<file path="src/rtl/scsi_irq_pkg.sv">
package scsi_irq_pkg;
  typedef struct packed {
    logic rst;
    logic bsy;
    logic req;
    logic msg;
    logic cd;
    logic io;
    logic sel;
    logic dbp;
  } bus_stat_t;

  typedef struct packed {
    logic eod;
    logic dma_req;
    logic par_err;
    logic irq;
    logic phase_ok;
    logic busy_err;
    logic atn;
    logic ack;
  } csr_t;
endpackage

</file>
<file path="src/rtl/scsi_par_check.sv">
module scsi_par_check #(
  parameter int DATA_W = 8,
  parameter bit ODD_PARITY = 1'b1
) (
  input  logic [DATA_W-1:0] data_i,
  input  logic              parity_i,
  input  logic              chk_i,
  input  logic              en_i,
  output logic              err_o
);
  logic ones_odd;
  logic bad;

  assign ones_odd = ^{data_i, parity_i};

  generate
    if (ODD_PARITY) begin : g_odd
      assign bad = ~ones_odd;
    end else begin : g_even
      assign bad = ones_odd;
    end
  endgenerate

  assign err_o = chk_i & en_i & bad;
endmodule

</file>
<file path="src/rtl/scsi_rst_watch.sv">
module scsi_rst_watch #(
  parameter int RELEASE_CYCLES = 8
) (
  input  logic clk_i,
  input  logic rst_ni,
  input  logic bus_rst_i,
  input  logic cmd_rst_i,
  output logic edge_o,
  output logic release_o
);
  localparam int CntW = $clog2(RELEASE_CYCLES + 1);
  localparam logic [CntW-1:0] CntLoad = CntW'(RELEASE_CYCLES);

  logic bus_q, cmd_q;
  logic [CntW-1:0] cnt_q;

  // each source edge-detected on its own so a held one cannot mask the other
  assign edge_o = (bus_rst_i & ~bus_q) | (cmd_rst_i & ~cmd_q);
  assign release_o = (cnt_q != '0);

  always_ff @(posedge clk_i or negedge rst_ni) begin
    if (!rst_ni) begin
      bus_q <= 1'b0;
      cmd_q <= 1'b0;
      cnt_q <= '0;
    end else begin
      bus_q <= bus_rst_i;
      cmd_q <= cmd_rst_i;
      if (edge_o)           cnt_q <= CntLoad;
      else if (cnt_q != '0) cnt_q <= cnt_q - 1'b1;
    end
  end

  a_r6_release_starts: assert property (@(posedge clk_i) disable iff (!rst_ni)
    edge_o |=> release_o);
  a_r6_release_cause: assert property (@(posedge clk_i) disable iff (!rst_ni)
    $rose(release_o) |-> $past(edge_o));
endmodule

</file>
<file path="src/rtl/scsi_irq_flags.sv">
module scsi_irq_flags (
  input  logic clk_i,
  input  logic rst_ni,
  input  logic rst_edge_i,
  input  logic par_err_i,
  input  logic par_irq_en_i,
  input  logic dma_done_i,
  input  logic clr_i,
  output logic irq_o,
  output logic par_flag_o,
  output logic eod_o
);
  logic irq_set;

  assign irq_set = rst_edge_i | (par_err_i & par_irq_en_i);

  // set wins over clear
  always_ff @(posedge clk_i or negedge rst_ni) begin
    if (!rst_ni) begin
      irq_o      <= 1'b0;
      par_flag_o <= 1'b0;
      eod_o      <= 1'b0;
    end else begin
      if (irq_set)     irq_o <= 1'b1;
      else if (clr_i)  irq_o <= 1'b0;
      if (par_err_i)   par_flag_o <= 1'b1;
      else if (clr_i)  par_flag_o <= 1'b0;
      if (dma_done_i)  eod_o <= 1'b1;
      else if (clr_i)  eod_o <= 1'b0;
    end
  end

  a_r4_rst_irq: assert property (@(posedge clk_i) disable iff (!rst_ni)
    rst_edge_i |=> irq_o);
  a_r8_flag_without_irq: assert property (@(posedge clk_i) disable iff (!rst_ni)
    (par_err_i && !par_irq_en_i && !rst_edge_i && !irq_o) |=> (par_flag_o && !irq_o));
  a_r11_clear: assert property (@(posedge clk_i) disable iff (!rst_ni)
    (clr_i && !irq_set && !par_err_i && !dma_done_i) |=> (!irq_o && !par_flag_o && !eod_o));
  a_r10_eod_set: assert property (@(posedge clk_i) disable iff (!rst_ni)
    dma_done_i |=> eod_o);
endmodule

</file>
<file path="src/rtl/scsi_irq_status.sv">
module scsi_irq_status
  import scsi_irq_pkg::*;
#(
  parameter int DATA_W = 8,
  parameter int RELEASE_CYCLES = 8
) (
  input  logic              clk_i,
  input  logic              rst_ni,
  input  logic              bus_rst_i,
  input  logic              bus_bsy_i,
  input  logic              bus_req_i,
  input  logic              bus_msg_i,
  input  logic              bus_cd_i,
  input  logic              bus_io_i,
  input  logic              bus_sel_i,
  input  logic              bus_atn_i,
  input  logic              bus_ack_i,
  input  logic [DATA_W-1:0] bus_data_i,
  input  logic              bus_dbp_i,
  input  logic [2:0]        tcr_phase_i,
  input  logic              mode_par_chk_i,
  input  logic              mode_par_irq_i,
  input  logic              cmd_assert_rst_i,
  input  logic              data_rd_i,
  input  logic              dma_rx_i,
  input  logic              dma_done_i,
  input  logic              dma_req_i,
  input  logic              busy_err_i,
  input  logic              irq_clr_i,
  output logic [7:0]        bus_stat_o,
  output logic [7:0]        csr_o,
  output logic              irq_o,
  output logic              bus_release_o
);
  bus_stat_t bus_stat;
  csr_t      csr;
  logic      rst_edge, par_err, irq_q, par_flag, eod;

  scsi_rst_watch #(.RELEASE_CYCLES(RELEASE_CYCLES)) u_rst_watch (
    .clk_i     (clk_i),
    .rst_ni    (rst_ni),
    .bus_rst_i (bus_rst_i),
    .cmd_rst_i (cmd_assert_rst_i),
    .edge_o    (rst_edge),
    .release_o (bus_release_o)
  );

  scsi_par_check #(.DATA_W(DATA_W), .ODD_PARITY(1'b1)) u_par_check (
    .data_i   (bus_data_i),
    .parity_i (bus_dbp_i),
    .chk_i    (data_rd_i | dma_rx_i),
    .en_i     (mode_par_chk_i),
    .err_o    (par_err)
  );

  scsi_irq_flags u_flags (
    .clk_i        (clk_i),
    .rst_ni       (rst_ni),
    .rst_edge_i   (rst_edge),
    .par_err_i    (par_err),
    .par_irq_en_i (mode_par_irq_i),
    .dma_done_i   (dma_done_i),
    .clr_i        (irq_clr_i),
    .irq_o        (irq_q),
    .par_flag_o   (par_flag),
    .eod_o        (eod)
  );

  always_comb begin
    bus_stat.rst = bus_rst_i;
    bus_stat.bsy = bus_bsy_i;
    bus_stat.req = bus_req_i;
    bus_stat.msg = bus_msg_i;
    bus_stat.cd  = bus_cd_i;
    bus_stat.io  = bus_io_i;
    bus_stat.sel = bus_sel_i;
    bus_stat.dbp = bus_dbp_i;

    csr.eod      = eod;
    csr.dma_req  = dma_req_i;
    csr.par_err  = par_flag;
    csr.irq      = irq_q;
    csr.phase_ok = ({bus_msg_i, bus_cd_i, bus_io_i} == tcr_phase_i);
    csr.busy_err = busy_err_i;
    csr.atn      = bus_atn_i;
    csr.ack      = bus_ack_i;
  end

  assign bus_stat_o = bus_stat;
  assign csr_o      = csr;
  assign irq_o      = irq_q;

  a_r5_cmd_rst_irq: assert property (@(posedge clk_i) disable iff (!rst_ni)
    $rose(cmd_assert_rst_i) |=> irq_o);
  a_r8_irq_cause: assert property (@(posedge clk_i) disable iff (!rst_ni)
    $rose(irq_o) |-> $past(rst_edge || (par_err && mode_par_irq_i)));
  a_r9_no_strobe_no_flag: assert property (@(posedge clk_i) disable iff (!rst_ni)
    (!data_rd_i && !dma_rx_i && !csr_o[5]) |=> !csr_o[5]);
endmodule

</file>
<file path="config.mk">
export PLATFORM = sky130hd
export DESIGN_NAME = scsi_irq_status
export DESIGN_NICKNAME = d
export VERILOG_FILES = /design/src/rtl/scsi_irq_pkg.sv /design/src/rtl/scsi_par_check.sv /design/src/rtl/scsi_rst_watch.sv /design/src/rtl/scsi_irq_flags.sv /design/src/rtl/scsi_irq_status.sv
export SDC_FILE = /design/constraint.sdc
export NUM_CORES = 1
export LEC_CHECK = 0
export BUFFER_PORTS_ARGS = -buffer_cell sky130_fd_sc_hd__buf_2
export CAP_MARGIN = 15
export CORE_MARGIN = 2
export CORE_UTILIZATION = 42
export CTS_BUF_LIST = sky130_fd_sc_hd__clkbuf_2
export DETAILED_ROUTE_END_ITERATION = 8
export GPL_TIMING_DRIVEN = 0
export PLACE_DENSITY = 0.86
export SLEW_MARGIN = 10
export SYNTH_ARGS = -nofsm -noshare
export SYNTH_HDL_FRONTEND = slang
export SYNTH_SLANG_ARGS = --single-unit
</file>
<file path="constraint.sdc">
create_clock -name clk_i -period 2.5 [get_ports clk_i]
set_input_delay 0.25 -clock clk_i [delete_from_list [all_inputs] [get_ports clk_i]]
set_output_delay 0.25 -clock clk_i [all_outputs]
set_load 0.01 [all_outputs]
</file>
**After elaboration in Yosys (flattened, before gate mapping)**

Index checks and enable logic that the tools add are counted.

- Register bits: 9
- Input bits: 32
- Output and inout bits: 18
- Word-level logic and storage cells: 31

- Add/subtract/negate cells: 1
- Equal/unequal tests: 1
- Mux-type cells: 6
- Bitwise gates (word level): 11
- Reduce and logical (&&, ||, !) cells: 6

Operator list:

| cell | count |
|---|---|
| $reduce_xor A9 Y1 | 1 |
| $mux W4 | 2 |
| $reduce_bool A2 Y1 | 4 |
| $and A1 B1 Y1 | 5 |
| $mux W1 | 4 |
| $reduce_bool A4 Y1 | 1 |
| $sub A4 B1 Y4 const B | 1 |
| $eq A3 B3 Y1 | 1 |
| $not A1 Y1 | 3 |
| $or A1 B1 Y1 | 3 |

**Depth between registers and ports, before layout**

Gate-level depths: netlist of the first run.

- Depth after elaboration: 6
- Depth in mapped cells: 5
- Gate-level depth less buffers: 5

**Modules after synthesis**

Synthesis of the first run repeated with hierarchy kept, for this count alone.

- Cell total of the unflattened synthesis: 60
- Area, all modules: 625.6 µm²

Modules (own cells, without submodules):

| module | instances | cells an instance | area each (µm²) | sequential area each (µm²) |
|---|---|---|---|---|
| scsi_rst_watch | 1 | 24 | 265.3 | 150.1 |
| scsi_irq_status | 1 | 20 | 155.1 | 0.0 |
| scsi_irq_flags | 1 | 7 | 105.1 | 75.1 |
| scsi_par_check | 1 | 9 | 100.1 | 0.0 |

**Least setup slack after synthesis of the first run**

Ideal clock, no wire load.

- Kind: input to register
- From: in bus_data_i[1]
- To: reg u_flags.par_flag_o
- Library setup time: 130 ps
- Data arrival time: 1081 ps
- Data required time: 2370 ps
- Setup slack: 1290 ps
- Stages on the path: 4
- Buffers on the path: 0
- Cell sequence: xnor2_1 xnor3_1 xnor2_1 o2bb2ai_1

- Longest elaborated chain between the ends: 4
- Elaborated cells on any way between the ends: 5
- Those cells by class: mux (1); bitwise (2); reduce/logical (2)

Ends and longest elaborated chain:

| item | line | RTL |
|---|---|---|
| from (decl) | scsi_irq_status.sv:18 | `input logic [DATA_W-1:0] bus_data_i,` |
| $reduce_xor A9 Y1 (*) | scsi_par_check.sv:14 | `assign ones_odd = ^{data_i, parity_i};` |
| $not A1 Y1 (*) | scsi_par_check.sv:18 | `assign bad = ~ones_odd;` |
| $and A1 B1 Y1 (*) | scsi_par_check.sv:24 | `assign err_o = chk_i & en_i & bad;` |
| $mux W1 or $reduce_bool A2 Y1 (tied branches) | n/a |  |
| to (signal assigned) | scsi_irq_flags.sv:21 | `par_flag_o <= 1'b0;` |
| to (signal assigned) | scsi_irq_flags.sv:26 | `if (par_err_i) par_flag_o <= 1'b1;` |
| to (signal assigned) | scsi_irq_flags.sv:27 | `else if (clr_i) par_flag_o <= 1'b0;` |
| to (decl) | scsi_irq_flags.sv:10 | `output logic par_flag_o,` |

Mark *: on every way between the ends. The rest lies on a longest branch, timed or not.
A chain may end at the register's enable or synchronous reset.

**Final worst setup path of the first run**

- From: reg u_rst_watch.cnt_q[0]
- To: out bus_release_o

- Longest elaborated chain between the ends: 1

Ends and longest elaborated chain:

| item | line | RTL |
|---|---|---|
| from (decl) | scsi_rst_watch.sv:15 | `logic [CntW-1:0] cnt_q;` |
| from (signal assigned) | scsi_rst_watch.sv:29 | `if (edge_o) cnt_q <= CntLoad;` |
| from (signal assigned) | scsi_rst_watch.sv:30 | `else if (cnt_q != '0) cnt_q <= cnt_q - 1'b1;` |
| $reduce_bool A4 Y1 | scsi_rst_watch.sv:19 | `assign release_o = (cnt_q != '0);` |
| to (decl) | scsi_irq_status.sv:33 | `output logic bus_release_o` |

Every way passes these cells.

==> flow_metrics.py, run 1 <==
metrics = {
    "place": {
        "port-buffer-count": 42,
        "gp_congestion": 0.673,
        "pre_cts_ws_ns": 1.05,
        "dp_hpwl_um": 1100,
    },
    "synthesis": {
        "ys_warn_count": 0,
        "synth_edf_count": 0,
        "syn_area_um2": 612,
        "ys_types": 21,
        "syn-num-nets": 94,
        "synth_async_sr_flop_share": 1.00,
        "ys_seq_area_frac": 0.368,
        "yosys_register_bits": 9,
        "synth_area_per_cell_um2": 10.2,
        "syn_inst": 60,
        "synth_top_flop_cell": "dfrtp_1",
    },
    "floorplan": {
        "ioPinCount": 50,
        "rows": 13,
        "core_area_um2": 1330,
        "initial_core_util": 0.459,
        "die_area_um2": 1780,
        "die_height_um": 42.2,
        "dieWidth_um": 42.2,
    },
    "clock_tree": {
        "cts_root_buf": "clkbuf_2",
        "clock_latency_ns": 0.24,
        "cts_buffers": 3,
        "ctsLongestPathBuffers": 2,
        "cts_sinks": 9,
        "clk_pin_slew_ns": 0.08,
        "cts_tree": "done",
        "htree_levels": 1,
    },
    "power_and_ir_drop": {
        "power_leakage_nw": 0.491,
        "p_per_area_nw_per_um2": 649,
        "peakVddDrop_mv": 0.480,
        "fin_total_pwr_mw": 0.565,
    },
    "route": {
        "drc": 0,
        "drt_iter0_drc": 13,
        "dr.pass1.iters": 4,
        "dr_total_vias": 542,
        "viasPerCell": 4.44,
        "finalWirelength_um": 1230,
        "wl_per_cell_um": 10.1,
        "ant_nets": 0,
    },
    "sta": {
        "max_slew_margin": 0.686,
        "hold_slack_ns": 0.122,
        "skew_ns": 0.000573,
        "tightest_slew_ns": 0.470,
        "finalHoldViolations": 0,
        "setup_slack_ns": 1.01,
        "setup_viol": 0,
        "clock.fmax_mhz": 671,
        "rsz0062_at_grt": "no",
        "period_share": 0.597,
        "period_minus_slack_ns": 1.49,
        "timing.setup.tns_ns": 0,
        "slew_viol_final": 0,
    },
    "worst_hold_path": {
        "hp-class": "primary input to flip-flop",
        "min_to": "u_rst_watch.cmd_q",
        "min_from": "cmd_assert_rst_i",
        "hold_path_depth": 1,
    },
    "setup_path": {
        "rr_worst_depth": 2,
        "worstPathRequired_ns": 2.25,
        "crit_path_end_kind": "output port",
        "reg2reg_from": "u_rst_watch.cnt_q[0]",
        "startpoint_type": "flip-flop",
        "worstSetupPathType": "flip-flop to output port",
        "r2r_slack_ns": 1.29,
        "path_max_fanout": 5,
        "r2r_end": "u_rst_watch.cnt_q[3]",
        "cp.arrival_ns": 1.24,
    },
    "global_routing": {
        "grtUsageTotal": 0.158,
        "antenna_found_initial": 0,
        "use_met1": 0.155,
        "grt_pass1_vias": 530,
        "grt_busiest_layer": "met2",
        "gr-total-overflow": 0,
        "grt_use_met2": 0.283,
        "grt_max_degree": 10,
        "grt_pass1_wl_um": 2090,
        "globalRouteMet3Util": 0.0776,
    },
    "finish": {
        "layout_commonest_cell": "buf_2",
        "drive_gt1_frac": 0.589,
        "register_area_um2": 225,
        "antenna_cells": 0,
        "multiInputGateArea_um2": 251,
        "final_core_util": 0.653,
        "fin_nets": 142,
        "final_cell_mix": "42 x buf_2, 15 x buf_4, 9 x dfrtp_1",
        "area_growth_pct": 42.3,
        "fillers": 116,
    },
    "status": {
        "status": "finished clean",
    },
    "job": {
        "maxCapViolCount": 0,
    },
}
==> layer usage <==
layer	share of wire	routed length, µm	up-vias
met3	0.074	91	2
met5	0	0	-
met1	0.36	445	240
li1	-	-	275
met4	0.015	19	0
met2	0.55	673	25
==> state kept, by name (all words and copies together) (netlist names) <==
| signal | count |
|---|---|
| u_rst_watch.cnt_q | 4 |
| u_flags.irq_o | 1 |
| u_rst_watch.bus_q | 1 |
| u_flags.eod_o | 1 |
| u_flags.par_flag_o | 1 |
| u_rst_watch.cmd_q | 1 |
==> how the worst max path moves through the flow <==
stage | startpoint | endpoint | cells after the start
CTS | u_rst_watch.cnt_q[0] | bus_release_o | 4
floorplan | bus_data_i[1] | u_flags.par_flag_o | 4
detailed placement | bus_data_i[1] | u_flags.par_flag_o | 5
finish | u_rst_watch.cnt_q[0] | bus_release_o | 4
global route | u_rst_watch.cnt_q[0] | bus_release_o | 4
global placement | bus_data_i[1] | u_flags.par_flag_o | 5
==> where the power goes <==
group	switching [mW]	internal, mW	total, mW
clock	0.0487	0.0425	0.0912
combinational	0.117	0.141	0.258
sequential	0.0299	0.186	0.216
==> metrics by stage <==
stage	std cells	area [µm²]
2_1_floorplan	60	612
4_1_cts	122	871
3_5_place_dp	117	841
6_report	122	871
3_3_place_gp	117	841
5_1_grt	122	871
==> kinds of logic after synthesis <==
logic type | after synthesis | share of synthesized area
buffers and inverters | 21 | 0.221
xor gates and xnor gates | 12 | 0.207
DFF | 9 | 0.368
AOI/OAI and AO/OA | 8 | 0.100
and+or+nand+nor | 8 | 0.0634
adders and majority gates | 2 | 0.0409
==> synthesized netlist by cell type (2+ instances only) <==
cell / number / share of area
buf_4: 15 / 0.18
nor3_1: 2 / 0.016
ha_1: 2 / 0.041
dfrtp_1: 9 / 0.37
inv_1: 6 / 0.037
xor2_1: 4 / 0.057
nor2_1: 3 / 0.018
xnor2_1: 6 / 0.086
==> layout make-up <==
type / instances / share of cell area
Inverter: 6 / 0.0259
Sequential cell: 9 / 0.259
Multi-Input combinational cell: 30 / 0.289
Timing Repair Buffer: 43 / 0.253
Tap cell: 15 / 0.0216
Buffer: 15 / 0.129
Clock buffer: 4 / 0.0230
==> critical path, cell delays in order, from the launching register on <==
cell and delay (ns):
dfrtp_1 0.39, inv_1 0.08, ha_1 0.22, nand2_1 0.15, buf_2 0.16
==> repair_timing <==
action,CTS,global route
buffers inserted,0,0
resized for setup,0,0
endpoints found under the hold margin,9,0
hold buffers,1,0
No activity file was read; power rests on OpenSTA's default activity.
==> inputs of run 2 (changes only) <==
--- a/config.mk
+++ b/config.mk
@@ -8,11 +8,11 @@
 export BUFFER_PORTS_ARGS = -buffer_cell sky130_fd_sc_hd__buf_2
 export CAP_MARGIN = 15
 export CORE_MARGIN = 2
-export CORE_UTILIZATION = 42
+export CORE_UTILIZATION = 39
 export CTS_BUF_LIST = sky130_fd_sc_hd__clkbuf_2
 export DETAILED_ROUTE_END_ITERATION = 8
 export GPL_TIMING_DRIVEN = 0
-export PLACE_DENSITY = 0.86
+export PLACE_DENSITY = 0.81
 export SLEW_MARGIN = 10
 export SYNTH_ARGS = -nofsm -noshare
 export SYNTH_HDL_FRONTEND = slang
==> constraint.sdc (replaced) <==
create_clock -name clk_i -period 1.5 [get_ports clk_i]
set_input_delay 0.15 -clock clk_i [delete_from_list [all_inputs] [get_ports clk_i]]
set_output_delay 0.15 -clock clk_i [all_outputs]
set_load 0.01 [all_outputs]
==> run 2 against run 1 <==
Compared with the run above: cell count is 0.82% higher; hold slack worse by 0.099 ns; design area is 0.14% higher; critical endpoint unchanged; largest cell class unchanged.
==> flow_metrics.py, run 2 (synthesis gave the netlist of run 1 again) <==
metrics = {
    "route": {
        "dr.pass1.iters": 2,
        "drt_iter0_drc": 4,
        "dr_total_vias": 533,
        "ant_nets": 0,
        "wl_per_cell_um": 9.20,
        "drc": 0,
        "finalWirelength_um": 1130,
        "viasPerCell": 4.33,
    },
    "sta": {
        "tightest_slew_ns": 0.425,
        "period_share": 0.911,
        "rsz0062_at_grt": "no",
        "setup_viol": 0,
        "timing.setup.tns_ns": 0,
        "period_minus_slack_ns": 1.37,
        "clock.fmax_mhz": 732,
        "max_slew_margin": 0.716,
        "slew_viol_final": 0,
        "finalHoldViolations": 0,
        "skew_ns": 0.000731,
        "setup_slack_ns": 0.134,
    },
    "power_and_ir_drop": {
        "peakVddDrop_mv": 0.739,
        "p_per_area_nw_per_um2": 1060,
        "power_leakage_nw": 0.491,
    },
    "global_routing": {
        "grt_max_degree": 10,
        "antenna_found_initial": 0,
        "grt_pass1_vias": 459,
        "gr-total-overflow": 0,
        "grt_pass1_wl_um": 1770,
        "grtUsageTotal": 0.129,
    },
    "floorplan": {
        "die_area_um2": 1900,
        "rows": 14,
        "initial_core_util": 0.411,
        "ioPinCount": 50,
        "die_height_um": 43.6,
        "dieWidth_um": 43.6,
        "core_area_um2": 1490,
    },
    "setup_path": {
        "crit_end": "bus_release_o",
        "cp.arrival_ns": 1.22,
        "cpPeakStageDelay_ns": 0.39,
        "path_max_fanout": 5,
        "crit_start": "u_rst_watch.cnt_q[0]",
        "slowest_stage": "dfrtp_1",
        "reg2reg_from": "u_rst_watch.cnt_q[0]",
        "startpoint_type": "flip-flop",
        "worstPathCellList": "inv_1, ha_1, nand2_1, buf_2",
        "worstSetupPathType": "flip-flop to output port",
        "rr_worst_depth": 2,
        "r2r_slack_ns": 0.30,
        "crit_path_end_kind": "output port",
        "r2r_end": "u_rst_watch.cnt_q[3]",
        "worstPathRequired_ns": 1.35,
    },
    "clock_tree": {
        "cts_root_buf": "clkbuf_2",
        "cts_sinks": 9,
        "clk_pin_slew_ns": 0.08,
        "htree_levels": 1,
        "clock_latency_ns": 0.24,
        "hold_buffers": 1,
        "cts-resized-gates": 0,
        "postCtsSetupBuffers": 0,
        "cts_buffers": 3,
        "ctsLongestPathBuffers": 2,
        "cts_tree": "done",
    },
    "place": {
        "pre_cts_ws_ns": 0.205,
        "dp_hpwl_um": 999,
        "dp_cells": 118,
        "port-buffer-count": 42,
        "gp_congestion": 0.635,
    },
    "finish": {
        "layout_commonest_cell": "buf_2",
        "final_cell_mix": "42 x buf_2, 15 x buf_4, 9 x dfrtp_1",
        "top_register": "u_rst_watch.cnt_q",
        "drive_gt1_frac": 0.589,
        "final_cells": 123,
        "fin_nets": 142,
        "largest_reg_flops": 4,
        "antenna_cells": 0,
        "area_growth_pct": 42.5,
    },
    "status": {
        "status": "finished clean",
    },
    "job": {
        "maxCapViolCount": 0,
    },
    "worst_hold_path": {
        "hp-class": "primary input to flip-flop",
    },
}
-- run 2: cell counts in the layout (fill, tap and decap cells not counted) --
No cell type changed its count.
-- run 2: layout make-up --
class / instances / area, µm²
Buffer: 15 / 113
Inverter: 6 / 22.5
Multi-Input combinational cell: 30 / 251
Sequential cell: 9 / 225
Clock buffer: 4 / 20.0
Tap cell: 16 / 20.0
Fill cell: 138 / 617
Timing Repair Buffer: 43 / 220
-- run 2: how the worst min path moves through the flow --
stage,start,to,slack (ns),cells past startpoint
detailed placement,rst_ni,u_rst_watch.cnt_q[3],0.008,1
global placement,rst_ni,u_flags.eod_o,0.006,1
global route,cmd_assert_rst_i,u_rst_watch.cmd_q,0.003,1
CTS,cmd_assert_rst_i,u_rst_watch.cmd_q,0.01,1
floorplan,rst_ni,u_flags.eod_o,-0.15,0
finish,cmd_assert_rst_i,u_rst_watch.cmd_q,0.02,1
-- run 2: where the power goes --
group,internal [mW],switching [mW],leakage [nW],total (mW)
Combinational,0.233,0.185,0.368,0.418
Sequential,0.309,0.0499,0.106,0.359
Clock,0.0709,0.0784,0.0166,0.149
-- run 2: through the flow --
stage | area [µm²] | power [mW] | utilization | hold slack, ns
after floorplan | 612 | 0.658 | - | -0.146
after global placement | 842 | 0.769 | 0.566 | 0.00626
after detailed placement | 842 | 0.784 | 0.566 | 0.00845
after CTS | 872 | 0.941 | 0.586 | 0.0103
after global routing | 872 | 1.00 | 0.586 | 0.00280
final | 872 | 0.926 | 0.586 | 0.0226
-- run 2: critical path, delay by kind of cell, from the launching register on --
family                   cells  cell delay (ns)
flip-flops                   1             0.39
buffers and inverters        2             0.23
adder cells (fa/ha/maj)      1             0.21
AND/OR/NAND/NOR              1             0.15
-- run 2: metal layers --
metal	track usage	wire length (µm)
met5	0	0
met4	0.0182	0
met3	0.0750	96
met2	0.224	637
met1	0.138	398
==> inputs of run 3 (changes only) <==
==> constraint.sdc (replaced) <==
create_clock -name clk_i -period 1.5 [get_ports clk_i]
set_input_delay 0.3 -clock clk_i [delete_from_list [all_inputs] [get_ports clk_i]]
set_output_delay 0.3 -clock clk_i [all_outputs]
set_load 0.01 [all_outputs]
==> run 3 against run 2 <==
Compared with the run above: count of clock-buffer cells in the layout unchanged; setup slack got worse by 0.058 ns; wire length increased by 1.1%; highest routed layer unchanged.
==> flow_metrics.py, run 3 (synthesis gave the netlist of run 1 again) <==
metrics = {
    "status": {
        "status": "finished clean",
    },
    "setup_path": {
        "startpoint_type": "flip-flop",
        "worstSetupPathType": "flip-flop to output port",
        "cp.arrival_ns": 1.12,
        "path_max_fanout": 3,
        "worstPathRequired_ns": 1.20,
        "crit_path_end_kind": "output port",
    },
    "place": {
        "dp_cells": 118,
        "gp_congestion": 0.635,
        "pre_cts_ws_ns": 0.0549,
        "port-buffer-count": 42,
        "dp_hpwl_um": 999,
    },
    "sta": {
        "period_share": 0.950,
        "skew_ns": 0.000729,
        "hold_slack_ns": 0.172,
        "clock.fmax_mhz": 702,
        "tightest_slew_ns": 0.423,
        "setup_viol": 0,
        "setup_slack_ns": 0.0753,
        "max_slew_margin": 0.718,
        "slew_viol_final": 0,
        "period_minus_slack_ns": 1.42,
        "finalHoldViolations": 0,
    },
    "global_routing": {
        "grt_max_degree": 10,
        "grt_pass1_vias": 459,
        "grt_use_met2": 0.224,
        "globalRouteMet3Util": 0.0750,
        "grtUsageTotal": 0.129,
        "use_met1": 0.138,
        "grt_pass1_wl_um": 1770,
        "antenna_found_initial": 0,
        "grt_busiest_layer": "met2",
        "gr-total-overflow": 0,
    },
    "clock_tree": {
        "cts_sinks": 9,
        "htree_levels": 1,
        "clk_pin_slew_ns": 0.08,
        "cts_buffers": 3,
        "clock_latency_ns": 0.24,
        "cts_tree": "done",
        "ctsLongestPathBuffers": 2,
        "cts_root_buf": "clkbuf_2",
    },
    "finish": {
        "final_cells": 124,
        "final_cell_mix": "42 x buf_2, 16 x buf_4, 9 x dfrtp_1",
        "area_growth_pct": 44.2,
        "drive_gt1_frac": 0.602,
        "largest_reg_flops": 4,
        "layout_commonest_cell": "buf_2",
        "antenna_cells": 0,
        "fin_nets": 143,
        "top_register": "u_rst_watch.cnt_q",
    },
    "floorplan": {
        "rows": 14,
        "die_area_um2": 1900,
        "dieWidth_um": 43.6,
        "die_height_um": 43.6,
        "ioPinCount": 50,
        "initial_core_util": 0.411,
        "core_area_um2": 1490,
    },
    "route": {
        "wl_per_cell_um": 9.23,
        "dr_total_vias": 535,
        "ant_nets": 0,
        "drt_iter0_drc": 4,
        "drc": 0,
        "finalWirelength_um": 1140,
        "dr.pass1.iters": 2,
        "viasPerCell": 4.31,
    },
    "power_and_ir_drop": {
        "switchingPower_mw": 0.323,
        "power_frac_comb": 0.464,
        "p_clk_frac": 0.157,
        "peakVddDrop_mv": 0.765,
        "p_seq_frac": 0.378,
        "swShare": 0.340,
        "power_leakage_nw": 0.495,
        "intPower_mw": 0.628,
        "p_per_area_nw_per_um2": 1080,
    },
    "job": {
        "maxCapViolCount": 0,
    },
    "worst_hold_path": {
        "hp-class": "primary input to flip-flop",
    },
}
==> run 3: cell count changes in the layout (fill, tap and decap cells not counted) <==
cell,previous run,this run
buf_4,15,16
nand2_2,0,1
nand2_1,1,0
==> run 3: area by class of cell <==
type / count / area, µm²
sequential: 9 / 225
timing repair buffer: 44 / 228
clock buffer: 4 / 20.0
tap: 16 / 20.0
inverter: 6 / 22.5
fill: 137 / 607
multi-input combinational: 30 / 254
buffer: 15 / 113
==> run 3: final timing paths <==
check                                          start                    to  slack, ns  cells after the start
worst max-delay path            u_rst_watch.cnt_q[0]         bus_release_o       0.08                      4
worst min-delay path                cmd_assert_rst_i     u_rst_watch.cmd_q       0.17                      1
worst max register to register  u_rst_watch.cnt_q[0]  u_rst_watch.cnt_q[1]       0.29                      5
worst min register to register         u_flags.eod_o         u_flags.eod_o       0.49                      1
max in group asynchronous                     rst_ni  u_rst_watch.cnt_q[2]       0.91                      2
min in group asynchronous                     rst_ni    u_flags.par_flag_o       0.42                      2
==> run 3: power by group through the flow <==
stage	registers (mW)	clock network [mW]	logic, mW
2_1_floorplan	0.353	0	0.305
3_3_place_gp	0.359	0	0.410
3_5_place_dp	0.365	0	0.419
4_1_cts	0.359	0.157	0.434
5_1_grt	0.371	0.169	0.487
6_report	0.360	0.149	0.441
==> run 3: timing repair <==
item | 4_1_cts | 5_1_grt
hold buffers | 1 | 0
setup endpoints to repair | 1 | 1
endpoints found under the hold margin | 9 | 0
pin swaps | 0 | 1
setup buffers | 0 | 1
gates resized for setup | 1 | 0
==> run 3: routing by layer <==
metal  wire length [µm]  share of wire
met3                 96          0.084
met4                  0              0
met1                404           0.35
met5                  0              0
met2                643           0.56
==> run 3: worst max-delay path, cell delays in order, from the launching register on <==
cell	delay (ns)
dfrtp_1	0.39
inv_1	0.07
ha_1	0.22
nand2_2	0.08
buf_2	0.13
==> run 3: stage by stage <==
step / power (mW) / instance area, µm² / setup TNS (ns) / utilization
3_5_place_dp: 0.784 / 842 / 0 / 0.566
4_1_cts: 0.950 / 875 / 0 / 0.587
3_3_place_gp: 0.769 / 842 / 0 / 0.566
2_1_floorplan: 0.658 / 612 / 0 / -
5_1_grt: 1.03 / 882 / -0.0103 / 0.592
6_report: 0.950 / 882 / 0 / 0.592
